[config.mk]
export PLATFORM = sky130hd
export DESIGN_NAME = wdt_keyed
export DESIGN_NICKNAME = d
export VERILOG_FILES = /design/src/rtl/wdt_key_pkg.sv /design/src/rtl/wdt_key_seq.sv /design/src/rtl/wdt_cfg_reg.sv /design/src/rtl/wdt_tick_counter.sv /design/src/rtl/wdt_keyed.sv
export SDC_FILE = /design/constraint.sdc
export NUM_CORES = 1
export LEC_CHECK = 0
export BUFFER_PORTS_ARGS = -buffer_cell sky130_fd_sc_hd__buf_4
export CORE_AREA = 2 2 92 94
export CTS_BUF_LIST = sky130_fd_sc_hd__clkbuf_8
export DETAILED_ROUTE_END_ITERATION = 12
export DIE_AREA = 0 0 94 96
export PLACE_DENSITY = 0.66
export RECOVER_POWER = 25
export SYNTH_ARGS = -nofsm -noshare
export SYNTH_HDL_FRONTEND = slang
export SYNTH_HIERARCHICAL = 1
export SYNTH_SLANG_ARGS = --single-unit
[constraint.sdc]
create_clock -name clk -period 4.9 [get_ports clk]
set_input_delay 0.735 -clock clk [delete_from_list [all_inputs] [get_ports clk]]
set_output_delay 0.735 -clock clk [all_outputs]
set_load 0.01 [all_outputs]
[src/rtl/wdt_key_pkg.sv]
package wdt_key_pkg;

    localparam int CTRL_W = 16;
    localparam int IDX_W  = 4;

    localparam logic [CTRL_W-1:0] UNLOCK_FIRST  = 16'h3333;
    localparam logic [CTRL_W-1:0] UNLOCK_SECOND = 16'hCCCC;
    localparam logic [CTRL_W-1:0] KICK_FIRST    = 16'hAAAA;
    localparam logic [CTRL_W-1:0] KICK_SECOND   = 16'h5555;

    localparam int RUN_BIT = 15;
    localparam int ACT_BIT = 14;

    typedef enum logic [1:0] {
        KS_IDLE,
        KS_UNLOCK1,
        KS_ARMED,
        KS_KICK1
    } key_state_e;

    typedef struct packed {
        logic             run_en;
        logic             act_en;
        logic [IDX_W-1:0] sel_idx;
    } wd_cfg_t;

    // lowest set timeout bit in 1..sel_w, zero when none is set
    function automatic logic [IDX_W-1:0] lowest_sel(input logic [CTRL_W-1:0] w,
                                                    input int sel_w);
        logic [IDX_W-1:0] r;
        r = '0;
        for (int k = sel_w; k >= 1; k--) begin
            if (w[k]) r = IDX_W'(k);
        end
        return r;
    endfunction

endpackage

[src/rtl/wdt_key_seq.sv]
module wdt_key_seq
    import wdt_key_pkg::*;
(
    input  logic              clk,
    input  logic              rst,
    input  logic              wr_en,
    input  logic [CTRL_W-1:0] wr_data,
    output logic              cfg_load,
    output logic              kick_hit
);

    key_state_e state_q, state_d;

    always_comb begin
        state_d  = state_q;
        cfg_load = 1'b0;
        kick_hit = 1'b0;
        if (wr_en) begin
            unique case (state_q)
                KS_IDLE: begin
                    if (wr_data == UNLOCK_FIRST)     state_d = KS_UNLOCK1;
                    else if (wr_data == KICK_FIRST)  state_d = KS_KICK1;
                end
                KS_UNLOCK1: state_d = (wr_data == UNLOCK_SECOND) ? KS_ARMED : KS_IDLE;
                KS_ARMED: begin
                    cfg_load = 1'b1;
                    state_d  = KS_IDLE;
                end
                KS_KICK1: begin
                    kick_hit = (wr_data == KICK_SECOND);
                    state_d  = KS_IDLE;
                end
                default: state_d = KS_IDLE;
            endcase
        end
    end

    always_ff @(posedge clk or posedge rst) begin
        if (rst) state_q <= KS_IDLE;
        else     state_q <= state_d;
    end


    armed_consumed_chk: assert property (@(posedge clk) disable iff (rst)
        (state_q == KS_ARMED && wr_en) |=> (state_q == KS_IDLE));


    idle_stray_chk: assert property (@(posedge clk) disable iff (rst)
        (state_q == KS_IDLE && wr_en && wr_data != UNLOCK_FIRST && wr_data != KICK_FIRST)
        |=> (state_q == KS_IDLE));


    broken_unlock_chk: assert property (@(posedge clk) disable iff (rst)
        (state_q == KS_UNLOCK1 && wr_en && wr_data != UNLOCK_SECOND) |=> (state_q == KS_IDLE));


    load_kick_excl_chk: assert property (@(posedge clk) disable iff (rst)
        !(cfg_load && kick_hit));

endmodule

[src/rtl/wdt_cfg_reg.sv]
module wdt_cfg_reg
    import wdt_key_pkg::*;
#(
    parameter int SEL_W = 7
) (
    input  logic              clk,
    input  logic              rst,
    input  logic              cfg_load,
    input  logic [CTRL_W-1:0] ctrl_in,
    output wd_cfg_t           cfg_q,
    output logic              count_run
);

    wd_cfg_t cfg_d;

    always_comb begin
        cfg_d.run_en  = ctrl_in[RUN_BIT];
        cfg_d.act_en  = ctrl_in[ACT_BIT];
        cfg_d.sel_idx = lowest_sel(ctrl_in, SEL_W);
    end

    always_ff @(posedge clk or posedge rst) begin
        if (rst)           cfg_q <= '0;
        else if (cfg_load) cfg_q <= cfg_d;
    end

    assign count_run = cfg_q.run_en && (cfg_q.sel_idx != '0);


    cfg_hold_chk: assert property (@(posedge clk) disable iff (rst)
        !cfg_load |=> $stable(cfg_q));

endmodule

[src/rtl/wdt_tick_counter.sv]
module wdt_tick_counter
    import wdt_key_pkg::*;
#(
    parameter int BASE_EXP = 23,
    parameter int SEL_W    = 7
) (
    input  logic             clk,
    input  logic             rst,
    input  logic             kick,
    input  logic             restart,
    input  logic             count_run,
    input  logic             act_en,
    input  logic [IDX_W-1:0] sel_idx,
    output logic             wdt_rst,
    output logic             expired
);

    localparam int CNT_W = BASE_EXP + SEL_W + 1;

    logic [CNT_W-1:0] cnt_q;
    logic [CNT_W-1:0] limit;
    logic [CNT_W-1:0] one_w;

    assign one_w = CNT_W'(1);
    assign limit = (one_w << (CNT_W'(BASE_EXP) + CNT_W'(sel_idx))) - one_w;

    always_ff @(posedge clk or posedge rst) begin
        if (rst) begin
            cnt_q   <= '0;
            wdt_rst <= 1'b0;
            expired <= 1'b0;
        end else begin
            wdt_rst <= 1'b0;
            if (kick) begin
                cnt_q   <= '0;
                expired <= 1'b0;
            end else if (restart) begin
                cnt_q <= '0;
            end else if (count_run) begin
                if (cnt_q == limit) begin
                    cnt_q   <= '0;
                    expired <= 1'b1;
                    wdt_rst <= act_en;
                end else begin
                    cnt_q <= cnt_q + one_w;
                end
            end
        end
    end


    pulse_single_chk: assert property (@(posedge clk) disable iff (rst)
        wdt_rst |=> !wdt_rst);


    pulse_marks_expiry_chk: assert property (@(posedge clk) disable iff (rst)
        wdt_rst |-> expired);


    idle_no_pulse_chk: assert property (@(posedge clk) disable iff (rst)
        (!count_run || !act_en) |=> !wdt_rst);


    expired_sticky_chk: assert property (@(posedge clk) disable iff (rst)
        (expired && !kick) |=> expired);


    kick_restart_chk: assert property (@(posedge clk) disable iff (rst)
        kick |=> (cnt_q == '0 && !expired));

endmodule

[src/rtl/wdt_keyed.sv]
module wdt_keyed
    import wdt_key_pkg::*;
#(
    parameter int BASE_EXP = 23,
    parameter int SEL_W    = 7
) (
    input  logic        clk,
    input  logic        rst,
    input  logic        wr_en,
    input  logic [15:0] wr_data,
    output logic        wdt_rst,
    output logic        expired
);

    logic    cfg_load;
    logic    kick_hit;
    logic    count_run;
    wd_cfg_t cfg_q;

    wdt_key_seq u_seq (
        .clk      (clk),
        .rst      (rst),
        .wr_en    (wr_en),
        .wr_data  (wr_data),
        .cfg_load (cfg_load),
        .kick_hit (kick_hit)
    );

    wdt_cfg_reg #(.SEL_W(SEL_W)) u_cfg (
        .clk       (clk),
        .rst       (rst),
        .cfg_load  (cfg_load),
        .ctrl_in   (wr_data),
        .cfg_q     (cfg_q),
        .count_run (count_run)
    );

    wdt_tick_counter #(.BASE_EXP(BASE_EXP), .SEL_W(SEL_W)) u_cnt (
        .clk       (clk),
        .rst       (rst),
        .kick      (kick_hit),
        .restart   (cfg_load),
        .count_run (count_run),
        .act_en    (cfg_q.act_en),
        .sel_idx   (cfg_q.sel_idx),
        .wdt_rst   (wdt_rst),
        .expired   (expired)
    );


    reset_quiet_chk: assert property (@(posedge clk)
        rst |=> (!wdt_rst && !expired));

endmodule

== Word-level counts from Yosys, hierarchy flattened ==
Cells that the tools add are included.

* Flip-flop bits (word level): 41
* Output and inout port bits: 2

* Add/sub/neg operators: 3
* Equal/unequal tests: 10
* Shift-type cells: 1
* Multiplexer cells: 27
* Reductions and logical operators: 9

{| class="wikitable"
|+ Operators with widths
! operator !! number
|-
| 31-bit two-way mux || 4
|-
| 16-bit equality test (second input constant) || 2
|-
| 31-bit by 1-bit adder with 31-bit output (second input constant) || 1
|-
| 31-bit equality test || 1
|-
| 1-bit by 31-bit left shift with 31-bit output (first input constant) || 1
|-
| 31-bit by 1-bit subtractor with 31-bit output (second input constant) || 1
|-
| 3-bit two-way mux || 7
|-
| 16-bit by 14-bit equality test with 1-bit output (second input constant) || 1
|-
| 16-bit by 15-bit equality test with 1-bit output (second input constant) || 1
|-
| 1-bit two-way mux || 12
|-
| 5-bit by 4-bit adder with 6-bit output (first input constant) || 1
|-
| 2-bit two-way mux || 3
|-
| 2-bit case mux with 3 select lines || 1
|-
| 2-bit equality test (second input constant) || 2
|-
| 2-bit nonzero test || 2
|-
| 4-bit nonzero test || 1
|-
| 3-bit by 1-bit != test with 1-bit output (second input constant) || 1
|-
| 3-bit AND reduction || 1
|-
| 3-bit nonzero test || 1
|-
| 2-bit by 1-bit equality test with 1-bit output (second input constant) || 1
|-
| 2-bit logical NOT || 1
|-
| 2-bit by 1-bit != test with 1-bit output (second input constant) || 1
|-
| 2-bit AND reduction || 1
|-
| 2-bit OR reduction || 1
|-
| 1-bit logical AND || 1
|}

== Logic depth before layout (Yosys ltp) ==
Gate-level depths: netlist of run 1.

* Word-level depth: 8
* Mapped depth: 12

== Modules after synthesis ==
Netlist of run 1, hierarchy kept.

{| class="wikitable"
|+ By module, submodules not included
! module !! times used !! cells an instance !! area each (µm²) !! sequential area each (µm²)
|-
| wdt_tick_counter || 1 || 322 || 2635.0 || 825.8
|-
| wdt_cfg_reg || 1 || 25 || 272.8 || 125.1
|-
| wdt_key_seq || 1 || 24 || 216.5 || 50.0
|}

== Worst setup path before layout of run 1 ==
Ideal clock, no wire load.

* Kind: reg-to-reg
* Start: register, netlist name u_cfg/cfg_q[1]
* End: register u_cnt.cnt_q[14]
* Setup time: 119 ps
* Arrival: 3285 ps
* Setup slack: 1496 ps
* Cell stages (with the launch flop): 12
* Path buffers: 2
* Cell sequence: dfrtp_1 buf_4 nor2_1 ha_1 or3b_2 a21oi_1 nor4b_2 xnor2_1 or4b_4 o31ai_4 buf_6 nor2_2

* Word-level cells in the longest chain between the ends: 8

{| class="wikitable"
|+ RTL lines
! item !! RTL line !! source
|-
| 5-bit by 4-bit adder with 6-bit output || wdt_tick_counter.sv:25 || <nowiki>assign limit = (one_w << (CNT_W'(BASE_EXP) + CNT_W'(sel_idx))) - one_w;</nowiki>
|-
| 1-bit by 31-bit left shift with 31-bit output || wdt_tick_counter.sv:25 ||
|-
| 31-bit by 1-bit subtractor with 31-bit output || wdt_tick_counter.sv:25 ||
|-
| 31-bit equality test || wdt_tick_counter.sv:40 || <nowiki>if (cnt_q == limit) begin</nowiki>
|-
| 31-bit two-way mux || wdt_tick_counter.sv:40 ||
|-
| 31-bit two-way mux || wdt_tick_counter.sv:39 || <nowiki>end else if (count_run) begin</nowiki>
|-
| 31-bit two-way mux || wdt_tick_counter.sv:37 || <nowiki>end else if (restart) begin</nowiki>
|-
| 31-bit two-way mux || wdt_tick_counter.sv:34 || <nowiki>if (kick) begin</nowiki>
|-
| end signal, assigned || wdt_tick_counter.sv:45 || <nowiki>cnt_q <= cnt_q + one_w;</nowiki>
|-
| end, declared || wdt_tick_counter.sv:20 || <nowiki>logic [CNT_W-1:0] cnt_q;</nowiki>
|}

Parallel ways exist; a longest one is shown, timed or not. The select of a mux whose other input is x is not followed.
A chain may end at the register's enable or synchronous reset.

== Worst setup path after layout of run 1 ==
* Start: register, netlist name u_cfg/cfg_q[0]
* End: register u_cnt.cnt_q[28]

* Word-level cells in the longest chain between the ends: 8

{| class="wikitable"
|+ RTL lines
! item !! RTL line
|-
| 5-bit by 4-bit adder with 6-bit output || wdt_tick_counter.sv:25
|-
| 1-bit by 31-bit left shift with 31-bit output || wdt_tick_counter.sv:25
|-
| 31-bit by 1-bit subtractor with 31-bit output || wdt_tick_counter.sv:25
|-
| 31-bit equality test || wdt_tick_counter.sv:40
|-
| 31-bit two-way mux || wdt_tick_counter.sv:40
|-
| 31-bit two-way mux || wdt_tick_counter.sv:39
|-
| 31-bit two-way mux || wdt_tick_counter.sv:37
|-
| 31-bit two-way mux || wdt_tick_counter.sv:34
|}

Parallel ways exist; a longest one is shown, timed or not. The select of a mux whose other input is x is not followed.

==> metrics.yaml, run 1 <==
status:
  status: "finished, violations left"
  violations: "capacitance limit, slew limit"
job:
  maxCapViolations: 1
cts:
  clkTransAtPathRegs_ps: 80
  htree_num_levels: 2
  cts_buffers: 5
  clock_latency_ps: 300
  hold_buffers: 0
  cts_root_buf: "clkbuf_8"
  clkSinkCount: 40
  postCtsSetupRepairBufs: 0
  clockBufferDepth: 2
  cts_resized: 0
  cts_tree: "done"
timing:
  rsz0062_at_grt: "false"
  worstMarginPinSlew_ps: 1800
  fin_ws_ps: 947
  setup_viol: 0
  fin_crit_ps: 3950
  setup-tns-final_ps: 0
  slew_headroom_pct: -19.8
  maxSlewViolCount: 34
  hold_viol: 0
  skew_ps: 5.04
  max_freq_mhz: 253
  finalCritPeriodShare_pct: 80.7
layout:
  final_cell_count_no_fill: 486
  register_area_um2: 1000
  fin_nets: 403
  syn_to_final_growth_pct: 9.05
  multi_input_area_um2: 1970
  diodes: 0
  drive_above_1_share_pct: 15.7
  final_util_pct: 42.3
  fillers: 798
synth:
  synth_area_um2: 3120
  ys_warn_count: 6
  yosysSeqAreaShare_pct: 32.0
  synthArstFlopShare_pct: 100
  avgSynthCellArea_um2: 8.42
  netlist_instances: 371
  synth-seq-cells: 40
  synth_edf_count: 0
  yosysUniqueCellTypes: 67
  ys.flop_type: "dfrtp_1"
power_and_ir_drop:
  power_density_nw_per_um2: 196
  max-vdd-ir-drop_mv: 0.144
  p_total_mw: 0.667
  p_leak_nw: 1.35
setup_path:
  arrival_ps: 4100
  path_class: "reg -> reg"
  crit_chain: "nor2_1 -> ha_1 -> nand2b_1 -> or3_1 -> a2111oi_0 -> o22ai_1 -> o31ai_4 -> nor2_1"
  path_max_fanout: 16
  cp_slowest_cell: "o31ai_4"
  critPathLaunchType: "flop"
  cpPeakStageDelay_ps: 770
  critPathRequiredTime_ps: 5050
  cp_common_cell: "nor2_1"
  crit_buf_inv: 0
  crit_path_end_kind: "flop"
  critPathTopFamily: "compound AO/OA/AOI/OAI gates"
place:
  dp_slack_ps: 987
  globalplace.congestion: 0.846
  io_buffers: 20
  place_inst: 478
  dp.final_hpwl_um: 5580
die:
  rows: 33
  die_h_um: 96
  start_util_pct: 38.8
  design.core.area_um2: 8050
  die_area_um2: 9020
  die_width_um: 94
  io-pin-count: 21
hold_path:
  hold_path.class: "in -> async"
detailed_routing:
  vias: 2830
  via_per_inst: 5.82
  drc: 0
  routed_wl_um: 7460
  ant_nets: 0
  drt_iter0_drc: 243
  first_pass_iters: 5
  wl_per_cell_um: 15.3
grt:
  grt_util_all_layers_pct: 17.8
  grt_antenna_before_repair: 0
  grt_pass1_vias: 2615
  grt_pass1_wl_um: 12900
  grt_max_degree: 34
  grt_overflow_total: 0
[per-stage QoR]
step	cell area, um^2	hold slack [ps]
floorplan	3130	473
global placement	3320	492
detailed placement	3320	504
CTS	3410	288
global route	3410	288
finish	3410	280
[state kept, by name, summed over array words and instances (netlist names)]
register and cells:
u_cnt/cnt_q 31, u_cfg/cfg_q 5, u_seq/state_q 2, u_cnt/wdt_rst 1, u_cnt/expired 1
[worst reg2reg max path: cells and delay by family, from the launching register on]
family	cells	cell delay, ps
AOI/OAI and AO/OA	3	1720
and+or+nand+nor	4	940
DFF	1	640
adders and majority gates	1	510
[layout by cell type (no fill, tap or decap), types with 3 or more instances in the layout]
cell / synthesis / routed
nor4b_2: 4 / 4
nor3b_1: 5 / 5
nand2b_1: 5 / 5
mux2i_1: 3 / 3
dfrtp_1: 40 / 40
o31ai_1: 5 / 5
ha_1: 4 / 4
a21oi_1: 15 / 15
a211oi_1: 4 / 4
nor2_2: 10 / 10
and3_1: 7 / 7
o21ai_0: 6 / 6
clkbuf_8: 0 / 6
nand2_1: 33 / 33
o22ai_1: 5 / 5
nand3_1: 15 / 15
nor4_1: 9 / 9
xnor2_1: 10 / 10
xor2_1: 14 / 14
a31oi_1: 4 / 4
buf_4: 4 / 20
and4_1: 4 / 4
o211ai_1: 3 / 3
o21ai_1: 10 / 10
o31a_1: 3 / 3
inv_1: 12 / 12
nor2b_1: 3 / 3
or4_1: 3 / 3
nand4_1: 20 / 20
or3_1: 6 / 6
nor3_1: 19 / 19
conb_1: 2 / 3
nor2_1: 27 / 27
[synthesized netlist by cell type, drive strengths merged, types with 9 or more instances]
master	n	area (um^2)
nor3	19	95.1
nand3	15	75.1
a21oi	15	75.1
xnor2	10	87.6
nor4	9	56.3
xor2	14	123
inv	13	48.8
o21ai	17	88.8
clkbuf	12	45.0
buf	9	61.3
nand2	33	124
dfrtp	40	1000
nor2	37	164
nand4	20	125
[cells by family (layout without fill, tap and decap cells)]
logic type	count (synthesis)	count (layout)	synth area share (%)
xor gates and xnor gates	24	24	6.73
other	2	3	0.240
adders and majority gates	4	4	1.60
AOI/OAI and AO/OA	76	76	17.9
buffers and inverters	34	43	4.97
DFF	40	40	32.0
muxes	5	5	1.68
and+or+nand+nor	186	186	34.8
[area by class of cell]
| cell class | count | area share [%] |
|---|---|---|
| multi-input combinational | 298 | 57.9 |
| sequential | 40 | 29.4 |
| timing repair buffer | 22 | 4.63 |
| tap | 105 | 3.86 |
| clock buffer | 6 | 2.42 |
| inverter | 13 | 1.43 |
| clock inverter | 2 | 0.404 |
[per-layer routing]
| layer | share of wire, % | wire length [um] | global-route usage [%] |
|---|---|---|---|
| met3 | 3.8 | 282 | 2.98 |
| met2 | 47 | 3480 | 28.7 |
| met4 | 1.1 | 85 | 5.19 |
| met1 | 48 | 3610 | 24.7 |
| met5 | 0 | 0 | 0 |
[path summary, 6_finish.rpt]
path                                                     end                       start  slack, ps  depth (start not counted)
worst max-delay path             u_cnt/cnt_q[28]$_DFFE_PP0P_  u_cfg/cfg_q[0]$_DFFE_PP0P_        950                          8
worst min-delay path            u_seq/state_q[0]$_DFFE_PP0P_                         rst        280                          2
worst max register to register   u_cnt/cnt_q[28]$_DFFE_PP0P_  u_cfg/cfg_q[0]$_DFFE_PP0P_        950                          8
worst min register to register    u_cfg/cfg_q[4]$_DFFE_PP0P_  u_cfg/cfg_q[4]$_DFFE_PP0P_        520                          1
max in group asynchronous         u_cnt/cnt_q[2]$_DFFE_PP0P_                         rst       2790                          3
min in group clk                  u_cfg/cfg_q[4]$_DFFE_PP0P_  u_cfg/cfg_q[4]$_DFFE_PP0P_        520                          1
[power by group]
part / leakage, nW / internal (mW) / switching [mW] / total (mW)
Sequential: 0.392 / 0.332 / 0.00432 / 0.336
Combinational: 0.908 / 0.0400 / 0.0547 / 0.0947
Clock: 0.0516 / 0.115 / 0.121 / 0.236
Total: 1.35 / 0.487 / 0.180 / 0.667
Note: power is estimated with default switching activity, not from simulation.
==> run 2: changes to the inputs <==
==> constraint.sdc (replaced) <==
create_clock -name clk -period 3.9 [get_ports clk]
set_input_delay 0.585 -clock clk [delete_from_list [all_inputs] [get_ports clk]]
set_output_delay 0.585 -clock clk [all_outputs]
set_load 0.01 [all_outputs]
==> metrics.yaml, run 2 (synthesized netlist as in run 1, its figures left out) <==
cts:
  postCtsSetupRepairBufs: 0  # unchanged
  clkSinkCount: 40  # unchanged
  cts_root_buf: "clkbuf_8"
  clock_latency_ps: 300  # about the same
  clockBufferDepth: 2  # unchanged
  clkTransAtPathRegs_ps: 90  # about the same
  cts_resized: 0  # unchanged
  cts_buffers: 5  # unchanged
  hold_buffers: 0  # unchanged
  htree_num_levels: 2  # unchanged
  cts_tree: "done"
timing:
  setup-tns-final_ps: 0  # unchanged
  finalCritPeriodShare_pct: 91.3  # +11 points
  hold_viol: 0  # unchanged
  maxSlewViolCount: 34  # unchanged
  rsz0062_at_grt: "false"
  slew_headroom_pct: -19.4  # +0.41 points
  max_freq_mhz: 281  # +11%
  fin_crit_ps: 3560  # -394 ps
  fin_ws_ps: 341  # -606 ps
  skew_ps: 8.95  # +3.91 ps
  worstMarginPinSlew_ps: 1790  # -6.18 ps
  setup_viol: 0  # unchanged
power_and_ir_drop:
  p_seq_share_pct: 47.4  # -3.0 points
  p_int_mw: 0.660  # +35%
  clockPowerShare_pct: 39.1  # +3.7 points
  max-vdd-ir-drop_mv: 0.139  # -3.6%
  p_sw_mw: 0.231  # +28%
  power_density_nw_per_um2: 258  # +32%
  p_leak_nw: 1.38  # +1.8%
  comb_power_share_pct: 13.5  # -0.7 points
  switching_share_pct: 25.9  # -1.0 points
layout:
  reg.largest.list: "u_cnt/cnt_q x31, u_cfg/cfg_q x5, u_seq/state_q x2"
  final_cell_count_no_fill: 490  # +0.82%
  drive_above_1_share_pct: 16.6  # +0.88 points
  diodes: 0  # unchanged
  largest-register: "u_cnt/cnt_q"
  register_area_um2: 1000  # unchanged
  design_area_um2: 3460  # +1.4%
  largest_register_ffs: 31  # unchanged
  fillers: 794  # -0.50%
  mostFrequentLayoutCell: "dfrtp_1"
  syn_to_final_growth_pct: 10.6
  fin_nets: 407  # +0.99%
  multi_input_area_um2: 1970  # unchanged
  final_cell_mix: "40 x dfrtp_1, 33 x nand2_1, 27 x nor2_1, 24 x buf_4, 20 x nand4_1"
grt:
  grt_overflow_total: 0  # unchanged
  grt_pass1_vias: 2732  # +4.5%
  grt_util_all_layers_pct: 18.3  # +0.53 points
  grt_pass1_wl_um: 13100  # +1.4%
  grt_antenna_before_repair: 0  # unchanged
  grt_max_degree: 34  # unchanged
detailed_routing:
  wl_per_cell_um: 15.4  # about the same
  drc: 0  # unchanged
  first_pass_iters: 5  # unchanged
  via_per_inst: 5.76  # -1.1%
  routed_wl_um: 7520  # +0.84%
  ant_nets: 0  # unchanged
  drt_iter0_drc: 222  # -8.6%
  vias: 2823  # -0.25%
die:
  rows: 33  # unchanged
  design.core.area_um2: 8050  # unchanged
  die_h_um: 96  # unchanged
  io-pin-count: 21  # unchanged
  die_area_um2: 9020  # unchanged
  die_width_um: 94  # unchanged
  start_util_pct: 38.8  # unchanged
setup_path:
  crit_path_end_kind: "flop"
  critPathRequiredTime_ps: 4060  # -990 ps
  crit_chain: "inv_1 -> ha_1 -> nand2b_1 -> or3_1 -> a2111oi_0 -> o22ai_1 -> o31ai_4 -> o21ai_0"
  critPathLaunchType: "flop"
  arrival_ps: 3720  # -380 ps
  path_max_fanout: 13  # -3
  critPathTopFamily: "compound AO/OA/AOI/OAI gates"
  path_class: "reg -> reg"
  cp_slowest_cell: "a2111oi_0"
  crit_buf_inv: 1  # +1
  cpPeakStageDelay_ps: 600  # -170 ps
status:
  violations: "capacitance limit, slew limit"
  status: "finished, violations left"
place:
  io_buffers: 20  # unchanged
  place_inst: 482  # +0.84%
  placement.cell_area_um2: 3350  # +0.91%
  dp_slack_ps: 303  # -684 ps
  dp.final_hpwl_um: 5440  # -2.5%
  globalplace.congestion: 0.877  # +3.6%
hold_path:
  hold_path.class: "in -> async"
job:
  maxCapViolations: 1  # unchanged
## run 2: cell count changes in the layout (fill, tap and decap cells not counted), sizes merged
cell | before | now
bufinv | 0 | 1
clkinv | 1 | 0
buf | 20 | 24
clkbuf | 8 | 7
clkinvlp | 0 | 1
## run 2: cell type report
class | count | share of cell area [%]
inverters | 13 | 1.41
repair buffers | 26 | 5.43
clock inverters | 3 | 1.34
well taps | 105 | 3.80
multi-input cells | 298 | 57.1
clock buffers | 5 | 1.99
flip-flops and latches | 40 | 29.0
## run 2: path summary, 6_finish.rpt
check / start / to / slack, ps / cells past startpoint
max in group asynchronous: rst / u_cnt/cnt_q[18]$_DFFE_PP0P_ / 1950 / 3
worst min register to register: u_cfg/cfg_q[4]$_DFFE_PP0P_ / u_cfg/cfg_q[4]$_DFFE_PP0P_ / 510 / 1
worst min-delay path: rst / u_seq/state_q[0]$_DFFE_PP0P_ / 140 / 2
worst max register to register: u_cfg/cfg_q[2]$_DFFE_PP0P_ / u_cnt/cnt_q[7]$_DFFE_PP0P_ / 340 / 8
worst max-delay path: u_cfg/cfg_q[2]$_DFFE_PP0P_ / u_cnt/cnt_q[7]$_DFFE_PP0P_ / 340 / 8
min in group clk: u_cfg/cfg_q[4]$_DFFE_PP0P_ / u_cfg/cfg_q[4]$_DFFE_PP0P_ / 510 / 1
## run 2: per-layer routing
layer / vias to the layer above / share of wire, % / global-route usage [%]
met5: - / 0 / 0
met3: 16 / 3.7 / 2.58
met1: 1342 / 47 / 24.9
met2: 63 / 47 / 29.3
li1: 1402 / - / -
met4: 0 / 2.3 / 7.85
## run 2: stage by stage
stage	util (%)	hold WS, ps	total power [mW]
final	42.9	135	0.891
after global routing	42.9	154	0.933
after CTS	43.0	137	0.902
after detailed placement	41.6	465	0.548
after global placement	41.6	461	0.547
after floorplan	-	326	0.510
## run 2: power groups by stage
stage               Sequential [mW]  Combinational, mW  Clock (mW)
floorplan                     0.428             0.0818           0
global placement              0.431              0.116           0
detailed placement            0.431              0.117           0
CTS                           0.423              0.118       0.361
global route                  0.424              0.135       0.375
finish                        0.423              0.120       0.348
